## config.mk

```make
export PLATFORM = sky130hd
export DESIGN_NAME = cas_mf_inserter
export DESIGN_NICKNAME = d
export VERILOG_FILES = /design/src/rtl/cas_mf_inserter.sv
export SDC_FILE = /design/constraint.sdc
export NUM_CORES = 1
export LEC_CHECK = 0
export ABC_AREA = 1
export BUFFER_PORTS_ARGS = -buffer_cell sky130_fd_sc_hd__buf_2
export CAP_MARGIN = 20
export CORE_AREA = 2 2 39 41
export CTS_CLUSTER_DIAMETER = 60
export CTS_CLUSTER_SIZE = 40
export DETAILED_ROUTE_END_ITERATION = 8
export DIE_AREA = 0 0 41 43
export PLACE_DENSITY_LB_ADDON = 0.05
export REMOVE_ABC_BUFFERS = 1
export SYNTH_ARGS = -nofsm -noshare
export SYNTH_HDL_FRONTEND = slang
export SYNTH_SLANG_ARGS = --single-unit
```

## constraint.sdc

```tcl
create_clock -name clk -period 1.8 [get_ports clk]
set_input_delay 0.18 -clock clk [delete_from_list [all_inputs] [get_ports clk]]
set_output_delay 0.18 -clock clk [all_outputs]
set_load 0.05 [all_outputs]
```

## src/rtl/cas_mf_inserter.sv

```systemverilog
module cas_mf_inserter #(
  parameter int SIG_SLOT = 16,
  parameter int NIB_BITS = 4
) (
  input  logic       clk,
  input  logic       rst_n,
  input  logic       din,
  input  logic [3:0] frame_idx,
  input  logic [4:0] slot_idx,
  input  logic [2:0] bit_idx,
  input  logic       framing_en,
  input  logic       sig_gen,
  input  logic       spare_dis,
  input  logic [2:0] spare_val,
  input  logic       y_alarm,
  input  logic       force_zero,
  input  logic       force_one,
  input  logic       inv_req,
  output logic       dout
);
  localparam logic [4:0] SLOT_ID  = SIG_SLOT[4:0];
  localparam logic [2:0] NIB_LAST = 3'(NIB_BITS - 1);

  logic in_sig, mf_on, at_mf0, nib_start, inv_pending, inv_active, inv_now, nxt;

  assign in_sig    = slot_idx == SLOT_ID;
  assign mf_on     = framing_en && sig_gen;
  assign at_mf0    = mf_on && in_sig && frame_idx == 4'd0;
  assign nib_start = at_mf0 && bit_idx == 3'd0;
  assign inv_now   = (bit_idx == 3'd0) ? inv_pending : inv_active;

  always_comb begin
    nxt = din;
    if (framing_en && in_sig) begin
      if (force_zero)     nxt = 1'b0;
      else if (force_one) nxt = 1'b1;
      else if (at_mf0) begin
        case (bit_idx)
          3'd4:    nxt = spare_dis ? din : spare_val[2];
          3'd5:    nxt = y_alarm;
          3'd6:    nxt = spare_dis ? din : spare_val[1];
          3'd7:    nxt = spare_dis ? din : spare_val[0];
          default: nxt = inv_now;
        endcase
      end
    end
  end

  always_ff @(posedge clk) begin
    if (!rst_n) begin
      dout        <= 1'b1;
      inv_pending <= 1'b0;
      inv_active  <= 1'b0;
    end else begin
      dout <= nxt;
      if (nib_start) begin
        inv_active  <= inv_pending;
        inv_pending <= inv_req;
      end else begin
        inv_pending <= inv_pending | inv_req;
        if (at_mf0 && bit_idx == NIB_LAST) inv_active <= 1'b0;
      end
    end
  end

  assert_pass_R2: assert property (@(posedge clk) disable iff (!rst_n)
    (slot_idx != SLOT_ID) |=> dout == $past(din));
  assert_one_R6: assert property (@(posedge clk) disable iff (!rst_n)
    (framing_en && in_sig && force_one && !force_zero) |=> dout);
  assert_zero_wins_R7: assert property (@(posedge clk) disable iff (!rst_n)
    (framing_en && in_sig && force_zero) |=> !dout);
  assert_y_R5: assert property (@(posedge clk) disable iff (!rst_n)
    (at_mf0 && bit_idx == 3'd5 && !force_zero && !force_one) |=> dout == $past(y_alarm));
  assert_req_clear_R9: assert property (@(posedge clk) disable iff (!rst_n)
    (nib_start && !inv_req) |=> !inv_pending);
  assert_off_R10: assert property (@(posedge clk) disable iff (!rst_n)
    !framing_en |=> dout == $past(din));
endmodule

```

== After elaboration in Yosys (flattened, before gate mapping) ==
Index checks and enable logic that the tools add are counted.

* Bits in registers: 3
* Input bits: 25
* Output and inout port bits: 1
* Logic and storage cells: 31

* Equal/unequal tests: 6
* Multiplexer cells: 12
* Bitwise gates (word level): 1
* Reductions and logical operators: 9

{| class="wikitable"
|+ Operators by type and width
! operator !! number
|-
| $eq 3x3->1 const B || 4
|-
| $mux 1 || 11
|-
| $logic_and 1x1->1 || 6
|-
| $eq 5x5->1 const B || 1
|-
| $logic_not 4->1 || 1
|-
| $pmux 1 s4 || 1
|-
| $eq 3x2->1 const B || 1
|-
| $logic_not 3->1 || 1
|-
| $reduce_bool 2->1 || 1
|-
| $or 1x1->1 || 1
|}

== Logic depth before layout (Yosys ltp) ==
Gate-level depths: netlist (run 1).

* Depth in word-level cells: 7
* Gate-level depth with buffers: 11
* Depth with buffers taken out: 11

== Least setup slack after synthesis (run 1) ==
No wires, ideal clock.

* Kind: input to register
* Start: input port slot_idx[4]
* End: register inv_active
* Library setup time: 0.114 ns
* Data arrival time: 0.778 ns
* Required time: 1.686 ns
* Slack: 0.907 ns
* Stages: 9
* Path buffers: 0
* Cell sequence: inv_1 > nor2_2 > nand2_2 > nor2_4 > nand3_2 > nor2_2 > nand2_1 > nand2_1 > nor2_2

* Word-level cells in the longest chain between the ends: 5
* Elaborated cells on any way between the ends: 7
* Those cells by class: 1 x eq/ne; 1 x mux; 5 x reduce/logical

{| class="wikitable"
|+ Ends and longest elaborated chain
! item !! line !! source
|-
| from (decl) || 9 || <nowiki>input logic [4:0] slot_idx,</nowiki>
|-
| $eq 5x5->1 * || 26 || <nowiki>assign in_sig = slot_idx == SLOT_ID;</nowiki>
|-
| $logic_and 1x1->1 * (2 in series) || 28 || <nowiki>assign at_mf0 = mf_on && in_sig && frame_idx == 4'd0;</nowiki>
|-
| $logic_and 1x1->1 (on tied branches) || 29, 61 ||
|-
| $mux 1 or $reduce_bool 2->1 (tied branches) || - ||
|-
| to (signal assigned) || 57 || <nowiki>inv_active <= inv_pending;</nowiki>
|-
| to (decl) || 24 || <nowiki>logic in_sig, mf_on, at_mf0, nib_start, inv_pending, inv_active, inv_now, nxt;</nowiki>
|}

Every way passes the cells marked *; elsewhere a longest branch is shown, timed or not.
A chain may end at the register's enable or synchronous reset.

== Final worst setup path (run 1) ==
* Start: register dout
* End: output port dout

{| class="wikitable"
|+ RTL lines
! item !! line !! source
|-
| from (decl) || 19 || <nowiki>output logic dout</nowiki>
|-
| from (signal assigned) || 55 || <nowiki>dout <= nxt;</nowiki>
|}

No word-level cell between the ends.

==> results of run 1 <==
## path summary, 6_finish.rpt
path                from          end  slack (ns)  depth (start not counted)
min              inv_req  inv_pending        0.19                          3
min reg2reg  inv_pending  inv_pending        0.49                          2
max                 dout         dout        0.85                          1
max reg2reg  inv_pending         dout        0.95                          8
## power groups by stage
stage,clock network [uW],logic (uW),registers [uW]
global placement,0,74.0,71.7
CTS,126,74.8,70.5
global route,135,84.4,70.6
floorplan,0,35.1,76.1
detailed placement,0,74.5,71.6
finish,119,73.5,70.5
## layout by cell type, fill, tap and decap left out, drive strengths merged
master / netlist / routed
nand2: 27 / 27
buf: 0 / 25
nor2: 14 / 14
inv: 13 / 13
a21oi: 5 / 5
clkbuf: 0 / 4
dfxtp: 3 / 3
nand3: 2 / 2
o21ai: 1 / 1
nand4: 1 / 1
clkinv: 1 / 1
## flip-flops by register name, summed over array words and instances, names as in the netlist
signal	cells
dout	1
inv_pending	1
inv_active	1
## area by class of cell
| cell class | count | area share |
|---|---|---|
| Clock buffer | 4 | 0.04872 |
| Inverter | 14 | 0.09745 |
| Multi-Input combinational cell | 50 | 0.4733 |
| Sequential cell | 3 | 0.1114 |
| Tap cell | 16 | 0.03712 |
| Timing Repair Buffer | 25 | 0.2320 |
## cells in the mapped netlist
cell      instances  area, um2
nand4_1           1      6.260
nand3_2           1      10.01
nor2_2            5      31.28
nand2_2           3      18.77
dfxtp_1           3      60.06
nand3_1           1      5.000
nand2_4           1      11.26
nor2_4            3      33.78
a21oi_1           5      25.02
nor2_1            6      22.52
o21ai_1           1      5.000
inv_1            10      37.54
nand2_1          23      86.33
clkinv_1          1      3.750
inv_2             3      11.26
## cell families (layout without fill, tap and decap cells)
family,count (synthesis),count (layout),synth area share
AOI/OAI and AO/OA,6,6,0.08161
and+or+nand+nor,44,44,0.6122
buffers and inverters,14,43,0.1429
DFF,3,3,0.1633
## metrics by stage
stage / setup WS [ns] / std cells / instance area, um2
after floorplan: 0.9071 / 67 / 367.9
after global placement: 0.7424 / 108 / 513.0
after detailed placement: 0.7450 / 108 / 513.0
after CTS: 0.8415 / 112 / 539.3
after global routing: 0.8098 / 112 / 539.3
final: 0.8524 / 112 / 539.3
## per-layer routing
metal / share of wire / routed length (um)
met1: 0.45 / 346
met2: 0.48 / 373
met3: 0.045 / 35
met4: 0.018 / 14
met5: 0 / 0
==> summary.txt, run 1 <==
Clock tree
  – Total CTS buffers: 3
  – Clock transition at path regs: about 0.04 ns
  – Worst-case clock buffer depth: 2
  – Post-CTS resize count: 0
  – Hold_buf cts: 0
  – Clock Sinks: 3
  – Setup Buffers After CTS: 0
  – CTS root buffer: clkbuf_4
  – Clock latency on the worst-skew pair: 0.23 ns
  – CTS tree: done
  – H-Tree Depth: 1

Timing
  – Worst-margin pin slew: 0.2463 ns
  – Final Max Tran Viols: 0
  – Clock skew: between 0.004 and 0.005 ns
  – Max transition margin: 0.8369
  – Fin crit share: 0.5265
  – RSZ-0062 raised after global routing: false
  – Sum Neg Setup Slack: 0 ns
  – Final setup viols: 0
  – Final Hold Vio Count: 0
  – Worst hold margin: 0.1885 ns
  – Fmax: 1055 MHz
  – Fin crit period: around 0.95 ns

Power and ir drop
  – Static leakage: approximately 0.0003 uW
  – Pint: 186.3 uW
  – Combinational power share: 0.279
  – VDD IR max: between 100 and 150 uV
  – Clock share of power: 0.453
  – Switching share of total power: 0.2926
  – Relative contribution of sequential cells to total power: 0.268
  – Switching Power: around 77 uW
  – Tot Pwr: between 200 and 300 uW
  – Power density over cell area: between 400 and 500 nW/um2

Routing
  – DRC viols: 0
  – Vias per cell: slightly above 4
  – DRT antenna net count: 0
  – DR vias: ~460
  – Detailed-route wire length: just under 800 um
  – WL/cell: approximately 7 um
  – Initial DRC Count: 7
  – TritonRoute pass-1 iters: 4

Global route
  – Largest net degree at the start of global routing: 6
  – Overflow after GRT: 0
  – Total global routing track utilization: 0.1111
  – Met2 Track Usage GR: 0.1656
  – M3 GR Usage: 0.01571
  – First-pass GRT wire length: 1324 um
  – Vias in the first global route: a little under 400
  – Initial antenna violation count: 0
  – Met1 Track Usage GR: 0.1274
  – GR peak layer: met2

Floorplan
  – Number of cell rows: 14
  – Die height: roughly 43 um
  – CORE AREA: approximately 1400 um2
  – Num ports: 26
  – Die width: approximately 41 um
  – Initial Utilization: 0.2658
  – DIE AREA: roughly 1800 um2

Placement
  – I/O Buffers: 25
  – GPL Wtd Cong: between 0.6 and 0.7

Finish
  – Share of layout cells above drive strength 1: 0.4583
  – Final Net Count: roughly 120
  – Area of the multi-input gates: roughly 260 um2
  – Sequential Area: 60.06 um2
  – Final core occ: 0.3897
  – Fillcell total: ~160
  – Antenna fix cells: 0
  – Synth-to-layout area growth: 46.60%

Setup path
  – Arr. time, crit path: roughly 0.77 ns
  – Critical Path Max Stage Delay: between 0.2 and 0.3 ns
  – CP max stage cell: dfxtp_1
  – Crit Path Category: flip-flop to primary output
  – Crit-path cells: buf_2
  – Crit. End Element: primary output
  – Top delay family on crit path: flip-flops
  – Data required, critical path: 1.62 ns
  – CP Launch Type: flip-flop
  – Buf+Inv Stages, Crit Path: 1
  – CP max FO: 1

Synthesis
  – Distinct cells, synth: 15
  – Synthesized area: approximately 370 um2
  – Syn Area/Cell: around 5.5 um2
  – Yosys reg bits: 3
  – Synthesized instance count: 67
  – Yosys warns: 0
  – Post-synthesis sequential area ratio: 0.1633

Run status
  – Outcome: completed

Job
  – Number of max-cap violations: 0

Worst hold path
  – Hold WC Path Type: input pin to flip-flop
Note: power is estimated with default switching activity, not from simulation.
==> inputs of run 2 (changes only) <==
Settings changed: ABC_AREA 1 to 0.
Clock period 1.8 ns to 0.9 ns, I/O delays scaled along.
==> run 2 against run 1 <==
The run now ends with setup timing left. Register-to-register slack got worse by 1.1 ns. Hold slack got worse by 0.12 ns. Clock power rose by 95%. Worst setup slack got worse by 1.0 ns. Synthesized cell count fell by 55%. Count of clock-buffer cells in the layout did not move. Critical path type is now input pin to flip-flop. Largest power group unchanged.
==> summary.txt, run 2 <==
Clock tree
  – CTS tree: done
  – Hold_buf cts: 0
  – H-Tree Depth: 1
  – Total CTS buffers: 3
  – Worst-case clock buffer depth: 2
  – Clock transition at path regs: about 0.04 ns
  – CTS root buffer: clkbuf_4
  – Clock latency on the worst-skew pair: 0.23 ns
  – Clock Sinks: 3

Routing
  – Initial DRC Count: 1
  – WL/cell: 9.099 um
  – DRC viols: 0
  – Routed wl met3: around 63 um
  – Met1 wire length: roughly 290 um
  – DR vias: 355
  – Vias per cell: roughly 4.4
  – Detailed-route wire length: around 740 um
  – Met2 WL: 385 um
  – DR top layer: met3
  – TritonRoute pass-1 iters: 2
  – DRT antenna net count: 0

Global route
  – First-pass GRT wire length: ~1100 um
  – Largest net degree at the start of global routing: 5
  – Initial antenna violation count: 0
  – Total global routing track utilization: 0.09619
  – Overflow after GRT: 0
  – Vias in the first global route: about 320

Finish
  – Most frequent cells in the layout: 22 x buf_2, 6 x buf_4, 4 x clkbuf_4
  – Largest regs: dout (1), inv_active (1), inv_pending (1)
  – Synth-to-layout area growth: 97.04%
  – Share of layout cells above drive strength 1: 0.5692
  – Fillcell total: 155
  – Final core occ: 0.3617
  – Antenna fix cells: 0
  – Commonest non-fill, non-tap cell in the layout: buf_2
  – Final Cell Area: between 500 and 600 um2
  – Final Net Count: slightly above 90

Worst hold path
  – Hold WC Path Type: input pin to flip-flop

Setup path
  – Crit Path Category: input pin to flip-flop
  – CP Launch Type: input pin
  – Data required, critical path: between 1 and 1.5 ns
  – Worst setup startpoint: frame_idx[1]
  – Arr. time, crit path: roughly 1.2 ns
  – Crit path to: inv_active
  – Setup slack, reg-to-reg: -0.10 ns
  – Crit. End Element: flip-flop
  – Reg2Reg Depth: 3
  – Reg-to-reg endpoint: dout
  – Reg-to-Reg Start: inv_pending
  – CP max FO: 3

Floorplan
  – Number of cell rows: 14
  – DIE AREA: roughly 1800 um2
  – Initial Utilization: 0.1835
  – Die width: 41 um
  – CORE AREA: 1384 um2
  – Die height: between 40 and 50 um
  – Num ports: 26

Synthesis
  – Synthesized area: ~250 um2
  – EDFF count, synth: 0
  – Post-synthesis xor/xnor area fraction: 0
  – Largest family of logic cells by synthesized area: simple AND/OR/NAND/NOR gates
  – Area leader, netlist: dfxtp_1
  – Adder-cell share of the synthesized area: 0
  – Synth Area in Compound Gates: 0.3202
  – Post-synthesis sequential area ratio: 0.2365
  – Syn Area/Cell: 8.466 um2
  – Mux share of post-synthesis cell area: 0.03941
  – Top cells by count, synth: 3 x dfxtp_1, 3 x nand3b_1, 3 x nor2_1, 3 x nor2b_1, 2 x and2_1
  – Area share of the largest cell type after synthesis: 0.2365
  – Synth Area in Simple Gates: 0.3892
  – Yosys reg bits: 3
  – Distinct cells, synth: 21
  – Synthesized instance count: 30
  – Ys async rst share: 0
  – Yosys warns: 0
  – Dominant synthesized flop cell: dfxtp_1
  – Top cells by area, synth: dfxtp_1 24%, nand3b_1 8.9%, nor2b_1 7.4%

Placement
  – Post-DP Area: roughly 440 um2
  – Post-DP HPWL: around 640 um
  – I/O Buffers: 25
  – GPL Wtd Cong: approximately 0.6
  – Setup Slack @ Placement: -0.4221 ns

Run status
  – Failing checks: setup timing
  – Outcome: finished with violations

Timing
  – Fin crit period: between 1 and 1.5 ns
  – Clock skew: 0.001584 ns
  – Final Max Tran Viols: 0
  – Max transition margin: 0.7919
  – Fin crit share: 1.187
  – Post-route setup slack: -0.1686 ns
  – Fmax: 935.8 MHz
  – Final Hold Vio Count: 0
  – RSZ-0062 raised after global routing: true
  – Final setup viols: 3
  – Worst-margin pin slew: 0.3082 ns

Power and ir drop
  – VDD IR max: about 250 uV
  – Static leakage: roughly 0.00023 uW
  – Power density over cell area: 1015 nW/um2

Job
  – Number of max-cap violations: 0
==> run 2: where the power goes <==
group	internal (uW)	leakage, uW	switching (uW)
clock	166	0.0000150	65.7
combinational	81.6	0.000193	53.3
sequential	139	0.0000248	1.85
total	387	0.000232	121
==> run 2: kinds of logic after synthesis <==
family,Yosys count
AO/OA/AOI/OAI,11
buffers and inverters,1
flip-flops,3
AND/OR/NAND/NOR,14
multiplexers,1
==> run 2: how the worst min path moves through the flow <==
| stage | cells after the start | end | start |
|---|---|---|---|
| floorplan | 1 | inv_pending | rst_n |
| global placement | 2 | inv_pending | inv_req |
| global route | 2 | inv_pending | inv_req |
| finish | 2 | inv_pending | inv_req |
| CTS | 2 | inv_pending | inv_req |
| detailed placement | 2 | inv_pending | inv_req |
==> run 2: cell type report <==
class / count / area [um2] / area share
Tap cell: 16 / 20.02 / 0.04000
Timing Repair Buffer: 31 / 185.2 / 0.3700
Multi-Input combinational cell: 26 / 205.2 / 0.4100
Inverter: 1 / 3.754 / 0.007500
Sequential cell: 3 / 60.06 / 0.1200
Clock buffer: 4 / 26.28 / 0.05250
==> run 2: timing repair <==
| item | 4_1_cts | 5_1_grt |
|---|---|---|
| setup endpoints to repair | 3 | 4 |
| cloned | 0 | 0 |
| resized for setup | 1 | 4 |
| endpoints found under the hold margin | 0 | 0 |
| setup buffers | 0 | 0 |
| pin swaps | 2 | 1 |
==> run 2: worst max-delay path, cell delays in order <==
cell and delay, ns:
buf_2 0.10, nor4_1 0.26, and2_1 0.20, nor3b_2 0.22, mux2i_1 0.21, a31oi_1 0.09
==> run 2: routing by layer <==
| layer | vias to the layer above | global-route usage |
|---|---|---|
| met2 | 17 | 0.1438 |
| met1 | 151 | 0.1118 |
| met4 | 0 | 0.04000 |
| met5 | - | 0 |
| li1 | 187 | - |
| met3 | 0 | 0.04712 |
==> run 2: through the flow <==
| step | instances | hold WS, ns | total power, uW | TNS (ns) |
|---|---|---|---|---|
| floorplan | 30 | 0.2076 | 182.4 | -0.5284 |
| global route | 81 | 0.08262 | 548.5 | -0.6685 |
| CTS | 81 | 0.07092 | 509.9 | -0.4665 |
| global placement | 77 | 0.3093 | 266.2 | -1.184 |
| detailed placement | 77 | 0.3045 | 266.3 | -1.237 |
| finish | 81 | 0.07261 | 507.9 | -0.4289 |
==> inputs of run 3 (changes only) <==
Settings changed: ABC_AREA 0 to 1.
==> run 3 against run 2 <==
The run now ends clean. Utilization rose by 3.7 points. Via count rose by 30%. Register-to-register slack improved by 0.16 ns. Sequential power barely moved. Cell count rose by 40%. Cell area rose by 10%. Clock power rose by 2%. Highest routed layer unchanged.
==> summary.txt, run 3 (synthesis results as in run 1) <==
Finish
  – Final Net Count: around 120
  – Synth-to-layout area growth: 50.00%
  – Antenna fix cells: 0
  – Commonest non-fill, non-tap cell in the layout: buf_2
  – Layout Cells excl Fill: 113
  – Fillcell total: around 170
  – Most frequent cells in the layout: 24 x buf_2, 23 x nand2_1, 9 x inv_1
  – Share of layout cells above drive strength 1: 0.4948
  – Final core occ: 0.3987
  – Largest regs: dout (1), inv_active (1), inv_pending (1)

Timing
  – Post-route setup slack: 0.05595 ns
  – Final Max Tran Viols: 0
  – RSZ-0062 raised after global routing: true
  – Final setup viols: 0
  – Fin crit share: 0.9378
  – Worst-margin pin slew: between 0.15 and 0.2 ns
  – Max transition margin: 0.8985
  – Fmax: roughly 1200 MHz
  – Sum Neg Setup Slack: 0 ns
  – Fin crit period: 0.8440 ns
  – Worst hold margin: 0.08709 ns
  – Final Hold Vio Count: 0
  – Clock skew: roughly 0.0042 ns

Global route
  – Initial antenna violation count: 0
  – Largest net degree at the start of global routing: 5
  – Vias in the first global route: slightly above 400
  – Overflow after GRT: 0
  – First-pass GRT wire length: 1352 um
  – Total global routing track utilization: 0.1069

Power and ir drop
  – VDD IR max: 233.7 uV
  – Power density over cell area: approximately 960 nW/um2
  – Static leakage: between 0.0003 and 0.0004 uW

Setup path
  – Crit-path cells: nand2_1, nand2_1, nor2_1, nor2_1, nand2_1, nand2_1, nand2_1, nand2_1
  – CP max FO: 2
  – CP Launch Type: flip-flop
  – Most used cell along the critical path: nand2_1
  – Crit. End Element: flip-flop
  – Critical Path Max Stage Delay: approximately 0.31 ns
  – CP max stage cell: dfxtp_2
  – Crit Path Category: flip-flop to flip-flop
  – Arr. time, crit path: 0.96 ns
  – Top delay family on crit path: simple AND/OR/NAND/NOR gates
  – Buf+Inv Stages, Crit Path: 0
  – Data required, critical path: just over 1 ns

Routing
  – Vias per cell: roughly 4.1
  – WL/cell: 7.044 um
  – Detailed-route wire length: around 800 um
  – DR vias: between 400 and 500
  – DRC viols: 0
  – Initial DRC Count: 5
  – TritonRoute pass-1 iters: 2
  – DRT antenna net count: 0

Clock tree
  – Total CTS buffers: 3
  – Setup Buffers After CTS: 0
  – CTS root buffer: clkbuf_4
  – H-Tree Depth: 1
  – CTS tree: done
  – Clock latency on the worst-skew pair: around 0.23 ns
  – Worst-case clock buffer depth: 2
  – Clock transition at path regs: 0.04 ns
  – Clock Sinks: 3

Floorplan
  – Initial Utilization: 0.2658
  – Die height: ~43 um
  – Die width: approximately 40 um
  – DIE AREA: approximately 1800 um2
  – CORE AREA: 1384 um2
  – Number of cell rows: 14
  – Num ports: 26

Placement
  – Placed cells: between 100 and 150
  – I/O Buffers: 25
  – Setup Slack @ Placement: -0.08706 ns
  – GPL Wtd Cong: 0.6006
  – Post-DP HPWL: approximately 700 um

Run status
  – Outcome: completed

Job
  – Number of max-cap violations: 0

Worst hold path
  – Hold WC Path Type: input pin to flip-flop
[run 3: final cells by class]
| cell class | instances | area (um2) | share of cell area |
|---|---|---|---|
| multi-input combinational | 50 | 255.2 | 0.4626 |
| inverter | 14 | 52.55 | 0.09524 |
| sequential | 3 | 62.56 | 0.1134 |
| tap | 16 | 20.02 | 0.03628 |
| clock buffer | 4 | 26.28 | 0.04762 |
| timing repair buffer | 26 | 135.1 | 0.2449 |
[run 3: worst register-to-register path, cell delays in order (launching register included)]
cell	delay, ns
dfxtp_2	0.31
nand2_1	0.05
nand2_1	0.04
nor2_1	0.10
nor2_1	0.05
nand2_1	0.05
nand2_1	0.04
nand2_1	0.05
nand2_1	0.04
[run 3: timing repair]
item / in CTS / in global routing
endpoints found under the setup margin: 0 / 2
hold buffers: 0 / 0
gates resized for setup: 0 / 4
[run 3: worst paths after layout]
check | slack, ns | endpoint | startpoint | cells after the start
max | 0.06 | dout | inv_active | 8
min | 0.09 | inv_pending | inv_req | 3
min reg2reg | 0.48 | inv_pending | inv_pending | 2
max reg2reg | 0.06 | dout | inv_active | 8
[run 3: routing by layer]
| layer | routed length [um] | GRT usage |
|---|---|---|
| met5 | 0 | 0 |
| met4 | 0 | 0.06000 |
| met3 | 33 | 0 |
| met2 | 412 | 0.1906 |
| met1 | 350 | 0.1171 |
[run 3: through the flow]
step / total power, uW / area, um2
4_1_cts: 543.7 / 546.8
2_1_floorplan: 222.3 / 367.9
3_5_place_dp: 296.3 / 520.5
3_3_place_gp: 294.9 / 520.5
6_report: 531.7 / 551.8
5_1_grt: 577.1 / 551.8
[run 3: where the power goes]
part,leakage (uW),switching [uW],total [uW],internal [uW]
clock,0.0000150,70.2,236,166
combinational,0.000264,81.4,152,71.1
sequential,0.0000255,2.68,143,140
total,0.000305,154,532,377
